--- config.mk ---
export PLATFORM = sky130hd
export DESIGN_NAME = cla_adder
export DESIGN_NICKNAME = d
export VERILOG_FILES = /design/src/rtl/cla_pkg.sv /design/src/rtl/cla_pg.sv /design/src/rtl/cla_lookahead.sv /design/src/rtl/cla_group.sv /design/src/rtl/cla_adder.sv
export SDC_FILE = /design/constraint.sdc
export NUM_CORES = 1
export LEC_CHECK = 0
export ABC_CLOCK_PERIOD_IN_PS = 4100
export BUFFER_PORTS_ARGS = -buffer_cell sky130_fd_sc_hd__buf_4
export CAP_MARGIN = 20
export CORE_ASPECT_RATIO = 0.9
export CORE_MARGIN = 2
export CORE_UTILIZATION = 36
export DETAILED_ROUTE_END_ITERATION = 12
export GPL_TIMING_DRIVEN = 0
export MAX_ROUTING_LAYER = met4
export PLACE_DENSITY = 0.8
export SYNTH_ARGS = -nofsm -noshare
export SYNTH_HDL_FRONTEND = slang
export SYNTH_HIERARCHICAL = 1
export SYNTH_SLANG_ARGS = --single-unit
--- constraint.sdc ---
create_clock -name vclk -period 4.1
set_input_delay 0.41 -clock vclk [all_inputs]
set_output_delay 0.41 -clock vclk [all_outputs]
set_load 0.02 [all_outputs]
--- src/rtl/cla_pkg.sv ---
package cla_pkg;
  localparam int MAX_GRP = 32;
  typedef logic [MAX_GRP-1:0] grpVec_t;

  // Carry into bit idx of a group, built only from gen, prop and the
  // group carry-in: every term is an AND chain, then one wide OR.
  function automatic logic flatCarry(grpVec_t gen, grpVec_t prop, logic cIn, int idx);
    logic acc;
    logic term;
    acc = 1'b0;
    for (int k = 0; k < idx; k++) begin
      term = gen[k];
      for (int m = k + 1; m < idx; m++) term = term & prop[m];
      acc = acc | term;
    end
    term = cIn;
    for (int m = 0; m < idx; m++) term = term & prop[m];
    return acc | term;
  endfunction
endpackage

--- src/rtl/cla_pg.sv ---
module cla_pg #(
  parameter int GROUP_W = 4
) (
  input  logic [GROUP_W-1:0] bitsA,
  input  logic [GROUP_W-1:0] bitsB,
  output logic [GROUP_W-1:0] gen,
  output logic [GROUP_W-1:0] prop
);
  for (genvar i = 0; i < GROUP_W; i++) begin : g_bit
    assign gen[i]  = bitsA[i] & bitsB[i];
    assign prop[i] = bitsA[i] ^ bitsB[i];
  end
endmodule

--- src/rtl/cla_lookahead.sv ---
module cla_lookahead #(
  parameter int GROUP_W = 4
) (
  input  logic [GROUP_W-1:0] gen,
  input  logic [GROUP_W-1:0] prop,
  input  logic               cIn,
  output logic [GROUP_W:0]   carries
);
  import cla_pkg::*;

  assign carries[0] = cIn;
  for (genvar j = 1; j <= GROUP_W; j++) begin : g_carry
    assign carries[j] = flatCarry(grpVec_t'(gen), grpVec_t'(prop), cIn, j);
  end
endmodule

--- src/rtl/cla_group.sv ---
module cla_group #(
  parameter int GROUP_W = 4,
  parameter bit IS_TOP  = 1'b0
) (
  input  logic [GROUP_W-1:0] grpA,
  input  logic [GROUP_W-1:0] grpB,
  input  logic               cIn,
  output logic [GROUP_W-1:0] grpSum,
  output logic               cOut,
  output logic               ovfOut
);
  logic [GROUP_W-1:0] gen;
  logic [GROUP_W-1:0] prop;
  logic [GROUP_W:0]   carries;

  cla_pg #(.GROUP_W(GROUP_W)) pgInst (
    .bitsA(grpA), .bitsB(grpB), .gen(gen), .prop(prop)
  );

  cla_lookahead #(.GROUP_W(GROUP_W)) laInst (
    .gen(gen), .prop(prop), .cIn(cIn), .carries(carries)
  );

  assign grpSum = prop ^ carries[GROUP_W-1:0];
  assign cOut   = carries[GROUP_W];

  if (IS_TOP) begin : g_ovf
    assign ovfOut = carries[GROUP_W-1] ^ carries[GROUP_W];
  end else begin : g_noOvf
    assign ovfOut = 1'b0;
  end
endmodule

--- src/rtl/cla_adder.sv ---
module cla_adder #(
  parameter int DATA_W  = 16,
  parameter int GROUP_W = 4
) (
  input  logic [DATA_W-1:0] opA,
  input  logic [DATA_W-1:0] opB,
  input  logic              carryIn,
  output logic [DATA_W-1:0] sumOut,
  output logic              carryOut,
  output logic              overflow
);
  localparam int NUM_GROUPS = DATA_W / GROUP_W;

  logic [NUM_GROUPS:0]   grpCarry;
  logic [NUM_GROUPS-1:0] grpOvf;

  assign grpCarry[0] = carryIn;

  for (genvar gi = 0; gi < NUM_GROUPS; gi++) begin : g_grp
    cla_group #(
      .GROUP_W(GROUP_W),
      .IS_TOP (gi == NUM_GROUPS - 1)
    ) grpInst (
      .grpA  (opA[gi*GROUP_W +: GROUP_W]),
      .grpB  (opB[gi*GROUP_W +: GROUP_W]),
      .cIn   (grpCarry[gi]),
      .grpSum(sumOut[gi*GROUP_W +: GROUP_W]),
      .cOut  (grpCarry[gi+1]),
      .ovfOut(grpOvf[gi])
    );
  end

  assign carryOut = grpCarry[NUM_GROUPS];
  assign overflow = |grpOvf;
endmodule

After elaboration in Yosys (flattened, before gate mapping):

Index checks and enable logic that the tools add are counted.

* bitwise operators: 117

Operators by type and width (count)
* AND 1 bit: 56
* bitwise OR 1 bit: 40
* XOR 1 bit: 17
* XOR 4 bit: 4

* bits in registers: 0
* input bits: 33
* output and inout bits: 18

Depth between registers and ports, before layout:

* depth after elaboration: 24
* mapped depth: 15

By module:

Netlist, hierarchy kept.

Modules (own cells, without submodules)
* cla_pg: area each 50.0 um2, instances 4, seq. area each 0.0 um2, cells an instance 4
* cla_lookahead: area each 46.3 um2, instances 4, seq. area each 0.0 um2, cells an instance 6
* cla_group (g_grp[0].grpInst ...): area each 46.3 um2, instances 3, seq. area each 0.0 um2, cells an instance 6
* cla_group (g_grp[3].grpInst): area each 43.8 um2, instances 1, seq. area each 0.0 um2, cells an instance 5
* cla_adder: area each 7.5 um2, instances 1, seq. area each 0.0 um2, cells an instance 1

Worst setup path after synthesis:

Ideal clock, no wire load.

* path kind: input-to-output
* start point: input port opA[0]
* end point: output port overflow
* data arrival time: 3986 ps
* path slack: -296 ps
* stages on the path: 15
* cells stage by stage: ha_1 a21o_1 a21o_1 a31o_1 a21o_1 a21o_1 a31o_1 a21o_1 a21o_1 a31o_1 a21o_1 a21o_1 a31o_1 xor2_1 or4_1

* longest elaborated chain between the ends: 24
* elaborated cells on any way between the ends: 30

Ends and longest elaborated chain
* from (decl): line cla_adder.sv:5 `input logic [DATA_W-1:0] opA,`
* AND 1 bit: line cla_pg.sv:10 `assign gen[i] = bitsA[i] & bitsB[i];`
* AND 1 bit (3 in a row): line cla_pkg.sv:13 `for (int m = k + 1; m < idx; m++) term = term & prop[m];`
* bitwise OR 1 bit (3 in a row): line cla_pkg.sv:14 `acc = acc | term;`
* bitwise OR 1 bit *: line cla_pkg.sv:18 `return acc | term;`
* net grpCarry[1]: line cla_adder.sv:14 `logic [NUM_GROUPS:0] grpCarry;`
* AND 1 bit * (4 in a row): line cla_pkg.sv:17 `for (int m = 0; m < idx; m++) term = term & prop[m];`
* bitwise OR 1 bit *: line cla_pkg.sv:18
* net grpCarry[2]: line cla_adder.sv:14
* AND 1 bit * (4 in a row): line cla_pkg.sv:17
* bitwise OR 1 bit *: line cla_pkg.sv:18
* net grpCarry[3]: line cla_adder.sv:14
* AND 1 bit * (4 in a row): line cla_pkg.sv:17
* bitwise OR 1 bit *: line cla_pkg.sv:18
* net carryOut: line cla_adder.sv:9 `output logic carryOut,`
* XOR 1 bit *: line cla_group.sv:28 `assign ovfOut = carries[GROUP_W-1] ^ carries[GROUP_W];`
* to (decl): line cla_adder.sv:10 `output logic overflow`

The timed path passes the listed nets; every way through them passes the cells marked *.

Worst setup path in the final report:

* start point: input port opA[0]
* end point: output port overflow

* elaborated cells on any way between the ends: 30

RTL lines
* XOR 1 bit *: line cla_pg.sv:11 `assign prop[i] = bitsA[i] ^ bitsB[i];`
* net g_grp[0].grpInst.prop[0]: line cla_group.sv:13 `logic [GROUP_W-1:0] prop;`
* AND 1 bit * (4 in a row): line cla_pkg.sv:17
* bitwise OR 1 bit *: line cla_pkg.sv:18
* net grpCarry[1]: line cla_adder.sv:14
* AND 1 bit * (4 in a row): line cla_pkg.sv:17
* bitwise OR 1 bit *: line cla_pkg.sv:18
* net grpCarry[2]: line cla_adder.sv:14
* AND 1 bit * (4 in a row): line cla_pkg.sv:17
* bitwise OR 1 bit *: line cla_pkg.sv:18
* net grpCarry[3]: line cla_adder.sv:14
* AND 1 bit * (3 in a row): line cla_pkg.sv:17
* AND 1 bit: line cla_pkg.sv:17
* bitwise OR 1 bit: line cla_pkg.sv:18
* XOR 1 bit *: line cla_group.sv:28

Marks and branches as above.

==> summary by stage <==
Status
The run finished with clean final reports.

Power and ir drop
Of the total power, the clock network draws 0. Of the total power, combinational logic draws 1.000. The share of total power dissipated in sequential elements is 0.

The analysis attributes to cell leakage a power of 0.702 nW. The internal cell power is 0.000128 W. Across the VDD grid, the largest voltage drop is 0.158 mV.

In this run the power density over the cells is 219 mW/mm^2. Of the total power, the share spent switching nets is 0.472. Summed over all nets, the switching power comes to 0.000114 W.

STA
The final hold slack is 1200 ps. The final count of hold timing violations is 0. The clock period minus worst slack is 4090 ps. The count of final setup violators is 0. The fmax is 244 MHz. The final period utilization is 0.999.

Setup repair after global routing could not meet its margin everywhere. The worst path setup slack after routing is 6.13 ps. The number of pins with negative max-slew slack in the final report came to 0.

Worst hold path
The type of the most critical hold path is input port to primary output. The worst hold path terminates at sumOut[0]. The origin of the worst min-delay path is carryIn. Counting instances, the worst hold path has a depth of 4.

Layout
The number of clock-tree buffers in the layout is 0. The antenna diode count is 0. At the end of the flow the core is filled with cells to 0.754. The most common cell after layout, fill and taps aside is buf_4. The finished cells cover 0.00110 sq mm. Of the cells placed in the final design, the portion with a size suffix greater than 1 is 0.575.

The storage element area is 0 sq um. After the last flow step, the layout net total stands at 178. The total of fill cells in the finished design is 113. Compared with the post-synthesis result, the final layout area differs by 91.7%. For this run, the number of standard cells in the final layout without fillers is 142. The count of sequential standard cells is 0. In the layout the commonest cells are buf_4, xor2_1, a21o_1.

Drt
For this run, the detailed router's first-pass iteration total came to 1. Using the TritonRoute via totals, the vias-per-cell ratio works out to 4.89. The detailed router placed 695 vias in this run. The detail route stage leaves a number of antenna-violating nets equal to 0. The detailed router finished its first iteration with 0 violations. After detailed routing, the number of remaining DRC violations is 0. In the final routed layout, each cell accounts on average for 12.4 um. Summed over all layers, the routed wires come to 1760 um.

Place
The minimum setup slack after placement is -380 ps. Summed over all nets, the half-perimeter wirelength after detailed placement is 1450 um. The standard cell area after detailed placement is 990 sq um. The count of buffers added on input and output ports is 51. The cell count after placement is 130. Routability-driven placement finished with a final weighted congestion of 0.683.

Worst setup path
The setup path with the least slack is of type input port to primary output. The critical path startpoint category is an input port. Of all nets on the critical path, the largest fanout is 3.

STA classifies the critical path endpoint as a primary output. For the worst setup path, the data arrival time is 3680 ps. The worst endpoint required time is 3690 ps.

Die
The area of the core region is 0.00146 sq mm. The chip width is 46.1 um. The floorplan step defined a die boundary enclosing 0.00193 sq mm. The starting density of the core is 0.393. The number of primary I/O pins is 51. After floorplanning, the core was divided into 13 placement rows. The die is 41.9 um tall.

Logic synthesis
The number of nets handed over by synthesis was 113. The cell area after synthesis is 576 sq um. In this run, distinct cell masters in the synthesized netlist total 7. Counting every instance in the synthesized netlist gives 64.

Of the synthesized area, sequential elements account for 0. During synthesis, Yosys emitted a total of 6 warnings. The average cell area after synthesis is 8.99 sq um.

GRT
The number of global-route vias before repair is 759. The overall global routing resource usage is 0.184. The wire length of the first global-routing pass is 2740 um. The global-route congestion overflow total is 0. Entering global routing, the biggest net connects 4 pins. The number of antenna violations at the first check in global routing came to 0.

CTS
The number of hold buffers added after CTS was 0.

Flow run
The max-capacitance violation count is 0.
-- cell type report --
class              count  area, sq um  share of cell area
multi-input cells     57          548               0.497
plain buffers          7         52.6              0.0476
well taps             15         18.8              0.0170
repair buffers        63          484               0.439
-- per-layer routing --
| metal | vias up | GRT usage | wire length (um) |
|---|---|---|---|
| met5 | - | - | 0 |
| met4 | 0 | 0.0286 | 19 |
| met3 | 2 | 0.00870 | 118 |
| met2 | 34 | 0.375 | 1070 |
| met1 | 309 | 0.182 | 558 |
| li1 | 350 | - | - |
-- cell families after synthesis --
| logic type | Yosys count | synth area share |
|---|---|---|
| AOI/OAI and AO/OA | 20 | 0.270 |
| other | 3 | 0.0196 |
| and+or+nand+nor | 1 | 0.0130 |
| xor gates and xnor gates | 17 | 0.259 |
| adders and majority gates | 16 | 0.348 |
| buffers and inverters | 7 | 0.0913 |
-- worst max path at each step --
stage	from	endpoint	depth (start not counted)
final	opA[0]	overflow	17
after global routing	opA[0]	overflow	17
after CTS	opA[0]	overflow	17
after detailed placement	opA[0]	overflow	17
after global placement	opA[0]	overflow	17
after floorplan	opA[0]	overflow	15
-- repair_timing --
item                                   in CTS  in global routing
gates resized for setup                     4                  0
endpoints found under the hold margin       0                  0
pin swaps                                  12                  4
setup buffers                               9                  3
setup endpoints to repair                   1                  1
-- per-stage QoR --
step | total power, W | TNS [ps]
2_1_floorplan | 0.000127 | 0
3_3_place_gp | 0.000212 | -320
3_5_place_dp | 0.000218 | -380
4_1_cts | 0.000235 | -57.7
5_1_grt | 0.000260 | -124
6_report | 0.000241 | 0
-- worst max-delay path: stages --
cell and delay [ps]:
buf_6 100, ha_4 230, a21o_1 170, a21o_1 190, a31o_1 180, a21o_1 170, a21o_1 180, a31o_1 190
a21o_1 170, a21o_1 180, a31o_1 190, a21o_1 190, a21o_1 190, a31o_4 230, xor2_1 140, or4_4 430
buf_6 150
-- cell usage after synthesis --
library cell | number | area, sq um
xor2_1 | 17 | 149
a21o_1 | 16 | 120
ha_1 | 16 | 200
buf_4 | 7 | 52.6
a31o_1 | 4 | 35.0
conb_1 | 3 | 11.3
or4_1 | 1 | 7.51
-- power by group through the flow --
stage / registers [W] / clock network (W) / logic (W)
after global routing: 0 / 0 / 0.000260
after CTS: 0 / 0 / 0.000235
after detailed placement: 0 / 0 / 0.000218
after global placement: 0 / 0 / 0.000212
final: 0 / 0 / 0.000241
after floorplan: 0 / 0 / 0.000127
Power figures use the tool's default switching activity.
